<file path="src/rtl/gf2_alu_pkg.sv">
package gf2_alu_pkg;

  typedef enum logic [1:0] {
    OP_ADD     = 2'b00,
    OP_SQR     = 2'b01,
    OP_MUL     = 2'b10,
    OP_ADD_ALT = 2'b11
  } aluOp_e;

  // Strobes from control to datapath, valid for one clock cycle.
  typedef struct packed {
    logic loadA;
    logic loadB;
    logic doAdd;
    logic doSqr;
    logic mulStep;
    logic mulFirst;
    logic mulLast;
  } aluStrobe_t;

endpackage

</file>
<file path="src/rtl/gf2_alu_ctrl.sv">
module gf2_alu_ctrl
  import gf2_alu_pkg::*;
#(
  parameter int NUM_DIGITS = 5
) (
  input  logic       clk,
  input  logic       rst_n,
  input  logic       loadEn,
  input  logic       loadSel,
  input  logic [1:0] opSel,
  input  logic       start,
  output aluStrobe_t strobe,
  output logic       busy,
  output logic       done
);

  localparam int CNT_W = $clog2(NUM_DIGITS + 1);

  typedef enum logic {ST_IDLE, ST_MUL} ctrlState_e;

  ctrlState_e state, stateNext;
  logic [CNT_W-1:0] stepCnt, stepCntNext;
  logic doneNext;
  aluOp_e opCode;

  assign opCode = aluOp_e'(opSel);

  always_comb begin
    strobe      = '0;
    stateNext   = state;
    stepCntNext = stepCnt;
    doneNext    = 1'b0;
    unique case (state)
      ST_IDLE: begin
        if (start) begin
          unique case (opCode)
            OP_SQR: begin
              strobe.doSqr = 1'b1;
              doneNext     = 1'b1;
            end
            OP_MUL: begin
              strobe.mulStep  = 1'b1;
              strobe.mulFirst = 1'b1;
              strobe.mulLast  = (NUM_DIGITS == 1);
              if (NUM_DIGITS == 1) begin
                doneNext = 1'b1;
              end else begin
                stateNext   = ST_MUL;
                stepCntNext = CNT_W'(1);
              end
            end
            default: begin
              strobe.doAdd = 1'b1;
              doneNext     = 1'b1;
            end
          endcase
        end else if (loadEn) begin
          strobe.loadA = ~loadSel;
          strobe.loadB = loadSel;
        end
      end
      ST_MUL: begin
        strobe.mulStep = 1'b1;
        strobe.mulLast = (stepCnt == CNT_W'(NUM_DIGITS - 1));
        stepCntNext    = stepCnt + CNT_W'(1);
        if (strobe.mulLast) begin
          stateNext = ST_IDLE;
          doneNext  = 1'b1;
        end
      end
      default: stateNext = ST_IDLE;
    endcase
  end

  always_ff @(posedge clk or negedge rst_n) begin
    if (!rst_n) begin
      state   <= ST_IDLE;
      stepCnt <= '0;
      done    <= 1'b0;
    end else begin
      state   <= stateNext;
      stepCnt <= stepCntNext;
      done    <= doneNext;
    end
  end

  assign busy = (state == ST_MUL);

endmodule

</file>
<file path="src/rtl/gf2_alu_datapath.sv">
module gf2_alu_datapath
  import gf2_alu_pkg::*;
#(
  parameter int                 FIELD_W = 13,
  parameter int                 DIGIT_W = 3,
  parameter logic [FIELD_W-1:0] POLY    = 13'h001B
) (
  input  logic               clk,
  input  logic               rst_n,
  input  aluStrobe_t         strobe,
  input  logic [FIELD_W-1:0] loadData,
  output logic [FIELD_W-1:0] accOut
);

  localparam int NUM_DIGITS = (FIELD_W + DIGIT_W - 1) / DIGIT_W;
  localparam int BREG_W     = NUM_DIGITS * DIGIT_W;
  localparam int WIDE_W     = 2 * FIELD_W;
  localparam logic [FIELD_W:0] FULL_POLY = {1'b1, POLY};

  logic [FIELD_W-1:0] aReg, cReg;
  logic [BREG_W-1:0]  bReg;
  logic [DIGIT_W-1:0] bTop;
  logic [WIDE_W-1:0]  spread, digitProd;
  logic [FIELD_W-1:0] sqrRes, accIn, mulSum, mulShift;

  // Fold every term of degree >= FIELD_W back below FIELD_W, from the top down.
  function automatic logic [FIELD_W-1:0] reduceWide(input logic [WIDE_W-1:0] v);
    logic [WIDE_W-1:0] t;
    t = v;
    for (int i = WIDE_W - 1; i >= FIELD_W; i--) begin
      if (t[i]) t = t ^ (WIDE_W'(FULL_POLY) << (i - FIELD_W));
    end
    return t[FIELD_W-1:0];
  endfunction

  // Squaring: coefficient i moves to degree 2i, then reduce.
  always_comb begin
    spread = '0;
    for (int i = 0; i < FIELD_W; i++) spread[2*i] = aReg[i];
    sqrRes = reduceWide(spread);
  end

  // Multiply step: top digit of b times a, added into the accumulator.
  assign bTop  = bReg[BREG_W-1 -: DIGIT_W];
  assign accIn = strobe.mulFirst ? '0 : cReg;

  always_comb begin
    digitProd = '0;
    for (int j = 0; j < DIGIT_W; j++) begin
      if (bTop[j]) digitProd = digitProd ^ (WIDE_W'(aReg) << j);
    end
    mulSum   = accIn ^ reduceWide(digitProd);
    mulShift = reduceWide(WIDE_W'(mulSum) << DIGIT_W);
  end

  always_ff @(posedge clk or negedge rst_n) begin
    if (!rst_n) begin
      aReg <= '0;
      bReg <= '0;
      cReg <= '0;
    end else begin
      if (strobe.loadA) aReg <= loadData;
      if (strobe.loadB) bReg <= BREG_W'(loadData);
      if (strobe.doAdd) cReg <= aReg ^ bReg[FIELD_W-1:0];
      if (strobe.doSqr) cReg <= sqrRes;
      if (strobe.mulStep) begin
        cReg <= strobe.mulLast ? mulSum : mulShift;
        bReg <= bReg << DIGIT_W;
      end
    end
  end

  assign accOut = cReg;

endmodule

</file>
<file path="src/rtl/gf2_digit_alu.sv">
module gf2_digit_alu
  import gf2_alu_pkg::*;
#(
  parameter int                 FIELD_W = 13,
  parameter int                 DIGIT_W = 3,
  parameter logic [FIELD_W-1:0] POLY    = 13'h001B
) (
  input  logic               clk,
  input  logic               rst_n,
  input  logic               loadEn,
  input  logic               loadSel,
  input  logic [FIELD_W-1:0] loadData,
  input  logic [1:0]         opSel,
  input  logic               start,
  output logic               busy,
  output logic               done,
  output logic [FIELD_W-1:0] result
);

  localparam int NUM_DIGITS = (FIELD_W + DIGIT_W - 1) / DIGIT_W;

  aluStrobe_t strobe;

  gf2_alu_ctrl #(.NUM_DIGITS(NUM_DIGITS)) u_ctrl (
    .clk     (clk),
    .rst_n   (rst_n),
    .loadEn  (loadEn),
    .loadSel (loadSel),
    .opSel   (opSel),
    .start   (start),
    .strobe  (strobe),
    .busy    (busy),
    .done    (done)
  );

  gf2_alu_datapath #(.FIELD_W(FIELD_W), .DIGIT_W(DIGIT_W), .POLY(POLY)) u_dp (
    .clk      (clk),
    .rst_n    (rst_n),
    .strobe   (strobe),
    .loadData (loadData),
    .accOut   (result)
  );

endmodule

</file>
<file path="config.mk">
export PLATFORM = sky130hd
export DESIGN_NAME = gf2_digit_alu
export DESIGN_NICKNAME = d
export VERILOG_FILES = /design/src/rtl/gf2_alu_pkg.sv /design/src/rtl/gf2_alu_ctrl.sv /design/src/rtl/gf2_alu_datapath.sv /design/src/rtl/gf2_digit_alu.sv
export SDC_FILE = /design/constraint.sdc
export NUM_CORES = 1
export LEC_CHECK = 0
export BUFFER_PORTS_ARGS = -buffer_cell sky130_fd_sc_hd__buf_2
export CELL_PAD_IN_SITES_DETAIL_PLACEMENT = 1
export CELL_PAD_IN_SITES_GLOBAL_PLACEMENT = 1
export CORE_AREA = 2 2 89 91
export CTS_CLUSTER_DIAMETER = 100
export DETAILED_ROUTE_END_ITERATION = 10
export DIE_AREA = 0 0 91 93
export PLACE_DENSITY = 0.76
export SETUP_SLACK_MARGIN = 0.2
export SLEW_MARGIN = 20
export SYNTH_ARGS = -nofsm -noshare
export SYNTH_HDL_FRONTEND = slang
export SYNTH_SLANG_ARGS = --single-unit
</file>
<file path="constraint.sdc">
create_clock -name clk -period 2.7 [get_ports clk]
set_clock_uncertainty 0.15 [all_clocks]
set_input_delay 0.27 -clock clk [delete_from_list [all_inputs] [get_ports clk]]
set_output_delay 0.27 -clock clk [all_outputs]
set_load 0.05 [all_outputs]
</file>
==> impl_metrics.tcl, run 1 <==
set metrics [dict create \
    critPathMaxFanout 10 \
    ys.flop_type "dfrtp_1" \
    grt_usage 0.244 \
    cp.required_ps 2730 \
    worst-path-buf-inv 0 \
    synth_area_um2 3350 \
    start_util 0.444 \
    cap_violations 0 \
    min_period_over_period 0.851 \
    crit_type "reg2reg" \
    rr_worst_depth 6 \
    worstMarginPinSlew_ps 490 \
    core.rowCount 32 \
    seq_area_um2 1150 \
    drcViolationCount 0 \
    place_congestion 0.894 \
    wl_um 9920 \
    synth_compound_area_frac 0.131 \
    slew_headroom 0.669 \
    htreeDepth 2 \
    drtAntennaViolNets 0 \
    synth_cell_types 42 \
    p_sw_frac 0.488 \
    hold_end "u_dp.bReg[2]$_DFFE_PN0P_" \
    synthXorXnorAreaFrac 0.248 \
    combPwrFrac 0.668 \
    grt_start_max_net_pins 23 \
    fin_nets 423 \
    design_area_um2 3700 \
    root_buffer "clkbuf_8" \
    path_clk_slew_ps 100 \
    n_antenna_cell 0 \
    overflow 0 \
    cp_slowest_cell "dfrtp_2" \
    portBuffers 34 \
    max_stage_delay_ps 510 \
    holdCritStartpoint "loadData[2]" \
    power_density_nw_per_um2 1540 \
    reg2reg_from "u_dp.aReg[12]$_DFFE_PN0P_" \
    dr.pass1.iters 4 \
    multi_input_area_um2 2020 \
    cp_common_cell "a21oi_1" \
    avgRoutedWirePerCell_um 19.7 \
    finalSetupTns_ps 0 \
    synthAdderAreaFrac 0.0112 \
    clkLatencyLatePin_ps 310 \
    grt_pass1_wl_um 15900 \
    fmax_mhz 435 \
    fin_crit_ps 2300 \
    rsz0062_at_grt "no" \
    synthArstFlopShare 1.00 \
    timing.hold.ws_ps 33.1 \
    status "completed" \
    timing.reg2reg.setup_slack_ps 400 \
    power.share.clock 0.080 \
    final.setup.worst_slack_ps 402 \
    place_area_um2 3600 \
    grt_use_met1 0.323 \
    cts_tree "built" \
    synth_top_area_frac 0.344 \
    dieArea_um2 8460 \
    setup_viol 0 \
    vias_per_cell 5.53 \
    final_core_util 0.492 \
    post-cts-setup-buffers 0 \
    path_cells "ha_1 -> xnor3_2 -> xnor3_1 -> xnor2_1 -> a21oi_1 -> a21oi_1" \
    die_y_um 93 \
    use_met2 0.420 \
    synth_top_family_by_area "XOR/XNOR gates" \
    synthTopCellsByArea "dfrtp_1, xnor2_1, nand2_1" \
    dp_hpwl_um 7540 \
    critPathCaptureType "flop" \
    ys_ff_latch 46 \
    place_ws_ps 351 \
    syn_avg_cell_area_um2 9.02 \
    gr-usage-met3 0.0314 \
    core_area_um2 7530 \
    power.share.sequential 0.252 \
    cts.sink_count 46 \
    vias 2782 \
    cts_max_path_buffers 2 \
    cts_made_buffers 5 \
    drt_iter0_drc 206 \
    yosysSeqAreaShare 0.344 \
    grt.busiest_layer "met2" \
    hold_viol 0 \
    antenna_found_initial 0 \
    p_switching_mw 2.79 \
    min_path_type "in2reg" \
    intPower_mw 2.92 \
    crit_path_start_kind "flop" \
    fillerInstances 925 \
    synth_nets 394 \
    synth_common_cells "nand2_1, dfrtp_1, xnor2_1" \
    p_leak_nw 1.67 \
    grt_pass1_vias 2916 \
    die_w_um 91 \
    synthMuxAreaShare 0.0494 \
    final_layout_size_suffix_gt1_frac 0.195 \
    r2r-end "u_dp.accOut[5]$_DFFE_PN0P_" \
    path_delay_family "XOR/XNOR gates" \
    drv_slew 0 \
    ys_warn_count 0 \
    pin_count 35 \
    synth_edf_count 0 \
    vdd_ir_drop_max_mv 0.444 \
    synth.most_common_cell "nand2_1" \
    hold_path_depth 2 \
    synthCells 371 \
    yosysTopAreaCell "dfrtp_1" \
    synth_simple_gate_area_frac 0.163 \
    area_growth_pct 10.7 \
    cp_data_arrival_time_ps 2330 \
]
==> cell families after synthesis <==
| family | count (synthesis) |
|---|---|
| compound gates | 67 |
| simple gates | 130 |
| mux | 15 |
| fa+ha+maj | 3 |
| flops | 46 |
| xor+xnor | 77 |
| buf+inv | 33 |
==> power by group through the flow <==
stage	clock, mW	sequential, mW	combinational [mW]
final	0.457	1.44	3.82
after global routing	0.501	1.48	4.13
after CTS	0.470	1.43	3.82
after detailed placement	0	1.45	3.78
after global placement	0	1.43	3.68
after floorplan	0	1.55	2.84
==> cell type report <==
class,count,share of cell area
multi-input combinational,292,0.545
tap,102,0.0345
clock inverter,3,0.00676
inverter,6,0.00608
sequential,46,0.312
clock buffer,5,0.0186
timing repair buffer,49,0.0771
==> metrics by stage <==
stage	power (mW)	instances
6_report	5.71	503
3_5_place_dp	5.23	494
5_1_grt	6.12	503
4_1_cts	5.72	503
3_3_place_gp	5.11	494
2_1_floorplan	4.40	371
==> routing by layer <==
layer / vias to the layer above / share of wire
li1: 1305 / -
met1: 1398 / 0.45
met2: 68 / 0.50
met3: 11 / 0.035
met4: 0 / 0.014
met5: - / 0
==> sequential cells by signal (all words and copies together), names as in the netlist <==
signal          flops
u_dp.aReg          13
u_ctrl.stepCnt      3
u_ctrl.done         1
u_dp.accOut        13
u_dp.bReg          15
u_ctrl.busy         1
==> cells in the final DEF (no fill, tap or decap), types with 3 or more instances in the layout <==
cell type	synthesis	final
nand2_1	73	73
dfrtp_1	46	44
xnor2_1	43	43
nor2_1	39	39
buf_2	7	34
xor2_1	23	23
a21oi_1	16	16
o22ai_1	14	14
buf_4	5	14
mux2_2	12	12
o21ai_0	11	11
xnor3_1	8	8
inv_1	5	5
a22o_1	5	5
clkbuf_8	0	5
nand3_1	4	4
a22oi_1	4	4
mux2i_1	3	3
xnor3_2	3	3
a31oi_1	3	3
ha_1	3	3
==> how the worst max path moves through the flow <==
stage | endpoint | slack (ps) | from | cells past startpoint
finish | u_dp.accOut[5]$_DFFE_PN0P_ | 400 | u_dp.aReg[12]$_DFFE_PN0P_ | 6
CTS | u_dp.accOut[3]$_DFFE_PN0P_ | 310 | u_dp.aReg[12]$_DFFE_PN0P_ | 6
detailed placement | u_dp.accOut[5]$_DFFE_PN0P_ | 350 | u_dp.aReg[12]$_DFFE_PN0P_ | 6
global placement | u_dp.accOut[5]$_DFFE_PN0P_ | 400 | u_dp.aReg[12]$_DFFE_PN0P_ | 6
global route | u_dp.bReg[14]$_DFFE_PN0P_ | 240 | u_ctrl.busy$_DFF_PN0_ | 5
floorplan | u_dp.aReg[10]$_DFFE_PN0P_ | 450 | u_ctrl.busy$_DFF_PN0_ | 7
==> what timing repair did <==
item	in CTS	in global routing
endpoints found under the hold margin	46	0
hold buffers	1	0
resized for setup	0	2
endpoints found under the setup margin	0	1
No activity file was read; power rests on OpenSTA's default activity.
==> inputs of run 2 (changes only) <==
MAX_ROUTING_LAYER = met4   (was default)
==> run 2 against run 1 <==
Net effect: first-iteration DRC count down 1.9%; flip-flop and latch count unchanged; routed wire length down 0.35%; hold slack worse by 5.9 ps; design area unchanged.
==> impl_metrics.tcl, run 2 (synthesis results as in run 1) <==
set metrics [dict create \
    reg2reg_from "u_dp.bReg[13]$_DFFE_PN0P_" \
    setup_viol 0 \
    grt.busiest_layer "met2" \
    path_cells "nand2_2 -> xnor3_2 -> xnor3_1 -> xnor2_1 -> o21ai_1 -> a22o_1" \
    critPathCaptureType "flop" \
    gr-usage-met3 0.0290 \
    holdCritStartpoint "loadData[2]" \
    cts.sink_count 46 \
    die_w_um 91 \
    layout_commonest_cell "nand2_1" \
    wl_um 9880 \
    fin_nets 423 \
    finalSetupTns_ps 0 \
    core.rowCount 32 \
    hold_viol 0 \
    max_stage_delay_ps 610 \
    grt_use_met1 0.324 \
    fin_crit_ps 2300 \
    grt_usage 0.250 \
    hold_end "u_dp.bReg[2]$_DFFE_PN0P_" \
    timing.reg2reg.setup_slack_ps 400 \
    dieArea_um2 8460 \
    overflow 0 \
    avgRoutedWirePerCell_um 19.6 \
    start_util 0.444 \
    fillerInstances 925 \
    dr.pass1.iters 7 \
    crit_path_start_kind "flop" \
    htreeDepth 2 \
    n_antenna_cell 0 \
    drcViolationCount 0 \
    root_buffer "clkbuf_8" \
    grt_pass1_wl_um 15900 \
    drv_slew 0 \
    drt_iter0_drc 202 \
    clkLatencyLatePin_ps 320 \
    rsz0062_at_grt "no" \
    fmax_mhz 436 \
    place_congestion 0.909 \
    slew_headroom 0.679 \
    pin_count 35 \
    drtAntennaViolNets 0 \
    final_core_util 0.492 \
    vias 2839 \
    cts_max_path_buffers 2 \
    worstMarginPinSlew_ps 475 \
    vdd_ir_drop_max_mv 0.444 \
    hold_path_depth 2 \
    worst-path-buf-inv 0 \
    grt_pass1_vias 2916 \
    vias_per_cell 5.64 \
    final_layout_size_suffix_gt1_frac 0.195 \
    status "completed" \
    crit_type "reg2reg" \
    path_delay_family "XOR/XNOR gates" \
    core_area_um2 7530 \
    use_met2 0.421 \
    portBuffers 34 \
    r2r-end "u_dp.accOut[3]$_DFFE_PN0P_" \
    cp_slowest_cell "dfrtp_1" \
    cp_data_arrival_time_ps 2360 \
    p_leak_nw 1.67 \
    die_y_um 93 \
    min_period_over_period 0.850 \
    area_growth_pct 10.7 \
    cts_made_buffers 5 \
    mostFrequentLayoutCells "nand2_1, dfrtp_1, xnor2_1" \
    antenna_found_initial 0 \
    rr_worst_depth 6 \
    cap_violations 0 \
    min_path_type "in2reg" \
    cts_tree "built" \
    path_clk_slew_ps 100 \
    largest_reg_flops 15 \
    cp.required_ps 2760 \
    power_density_nw_per_um2 1540 \
    dp_hpwl_um 7540 \
    top_register "u_dp.bReg" \
    critPathMaxFanout 13 \
    grt_start_max_net_pins 23 \
]
[run 2: final cells by class]
| cell class | instances | area, um^2 | area share |
|---|---|---|---|
| inverter | 6 | 22.5 | 0.00608 |
| sequential | 46 | 1150 | 0.312 |
| tap | 102 | 128 | 0.0345 |
| clock buffer | 5 | 68.8 | 0.0186 |
| multi-input combinational | 292 | 2020 | 0.545 |
| clock inverter | 3 | 25.0 | 0.00676 |
| timing repair buffer | 49 | 285 | 0.0771 |
[run 2: layer usage]
metal | vias up | wire length (um) | share of wire
met5 | - | 0 | 0
li1 | 1305 | - | -
met3 | 29 | 390 | 0.039
met2 | 91 | 4870 | 0.49
met4 | 0 | 236 | 0.024
met1 | 1414 | 4380 | 0.44
[run 2: worst max path at each step]
stage	slack [ps]	endpoint	start	depth (start not counted)
after detailed placement	350	u_dp.accOut[5]$_DFFE_PN0P_	u_dp.aReg[12]$_DFFE_PN0P_	6
after floorplan	450	u_dp.aReg[10]$_DFFE_PN0P_	u_ctrl.busy$_DFF_PN0_	7
after global routing	230	u_dp.bReg[14]$_DFFE_PN0P_	u_ctrl.busy$_DFF_PN0_	5
final	400	u_dp.accOut[3]$_DFFE_PN0P_	u_dp.bReg[13]$_DFFE_PN0P_	6
after CTS	310	u_dp.accOut[3]$_DFFE_PN0P_	u_dp.aReg[12]$_DFFE_PN0P_	6
after global placement	400	u_dp.accOut[5]$_DFFE_PN0P_	u_dp.aReg[12]$_DFFE_PN0P_	6
[run 2: worst reg2reg max path, stage by stage, from the launching register on]
cell	delay [ps]
dfrtp_1	610
nand2_2	150
xnor3_2	430
xnor3_1	400
xnor2_1	170
o21ai_1	80
a22o_1	210
[run 2: stage by stage]
stage | hold slack, ps | instance area [um^2] | std cells | worst slack (ps) | power [mW]
after floorplan | -176 | 3350 | 371 | 447 | 4.40
after global placement | -22.5 | 3600 | 494 | 400 | 5.11
after detailed placement | -20.2 | 3600 | 494 | 351 | 5.23
after CTS | 28.1 | 3700 | 503 | 314 | 5.72
after global routing | 39.7 | 3700 | 503 | 225 | 6.12
final | 27.2 | 3700 | 503 | 404 | 5.71
[run 2: what timing repair did]
item | 4_1_cts | 5_1_grt
endpoints found under the hold margin | 46 | 0
gates resized for setup | 0 | 2
setup buffers | 0 | 0
hold buffers | 1 | 0
setup endpoints to repair | 0 | 1
[run 2: where the power goes]
part | internal, mW | switching (mW) | total [mW]
clock network | 0.188 | 0.277 | 0.465
logic | 1.76 | 2.05 | 3.81
registers | 0.976 | 0.460 | 1.44
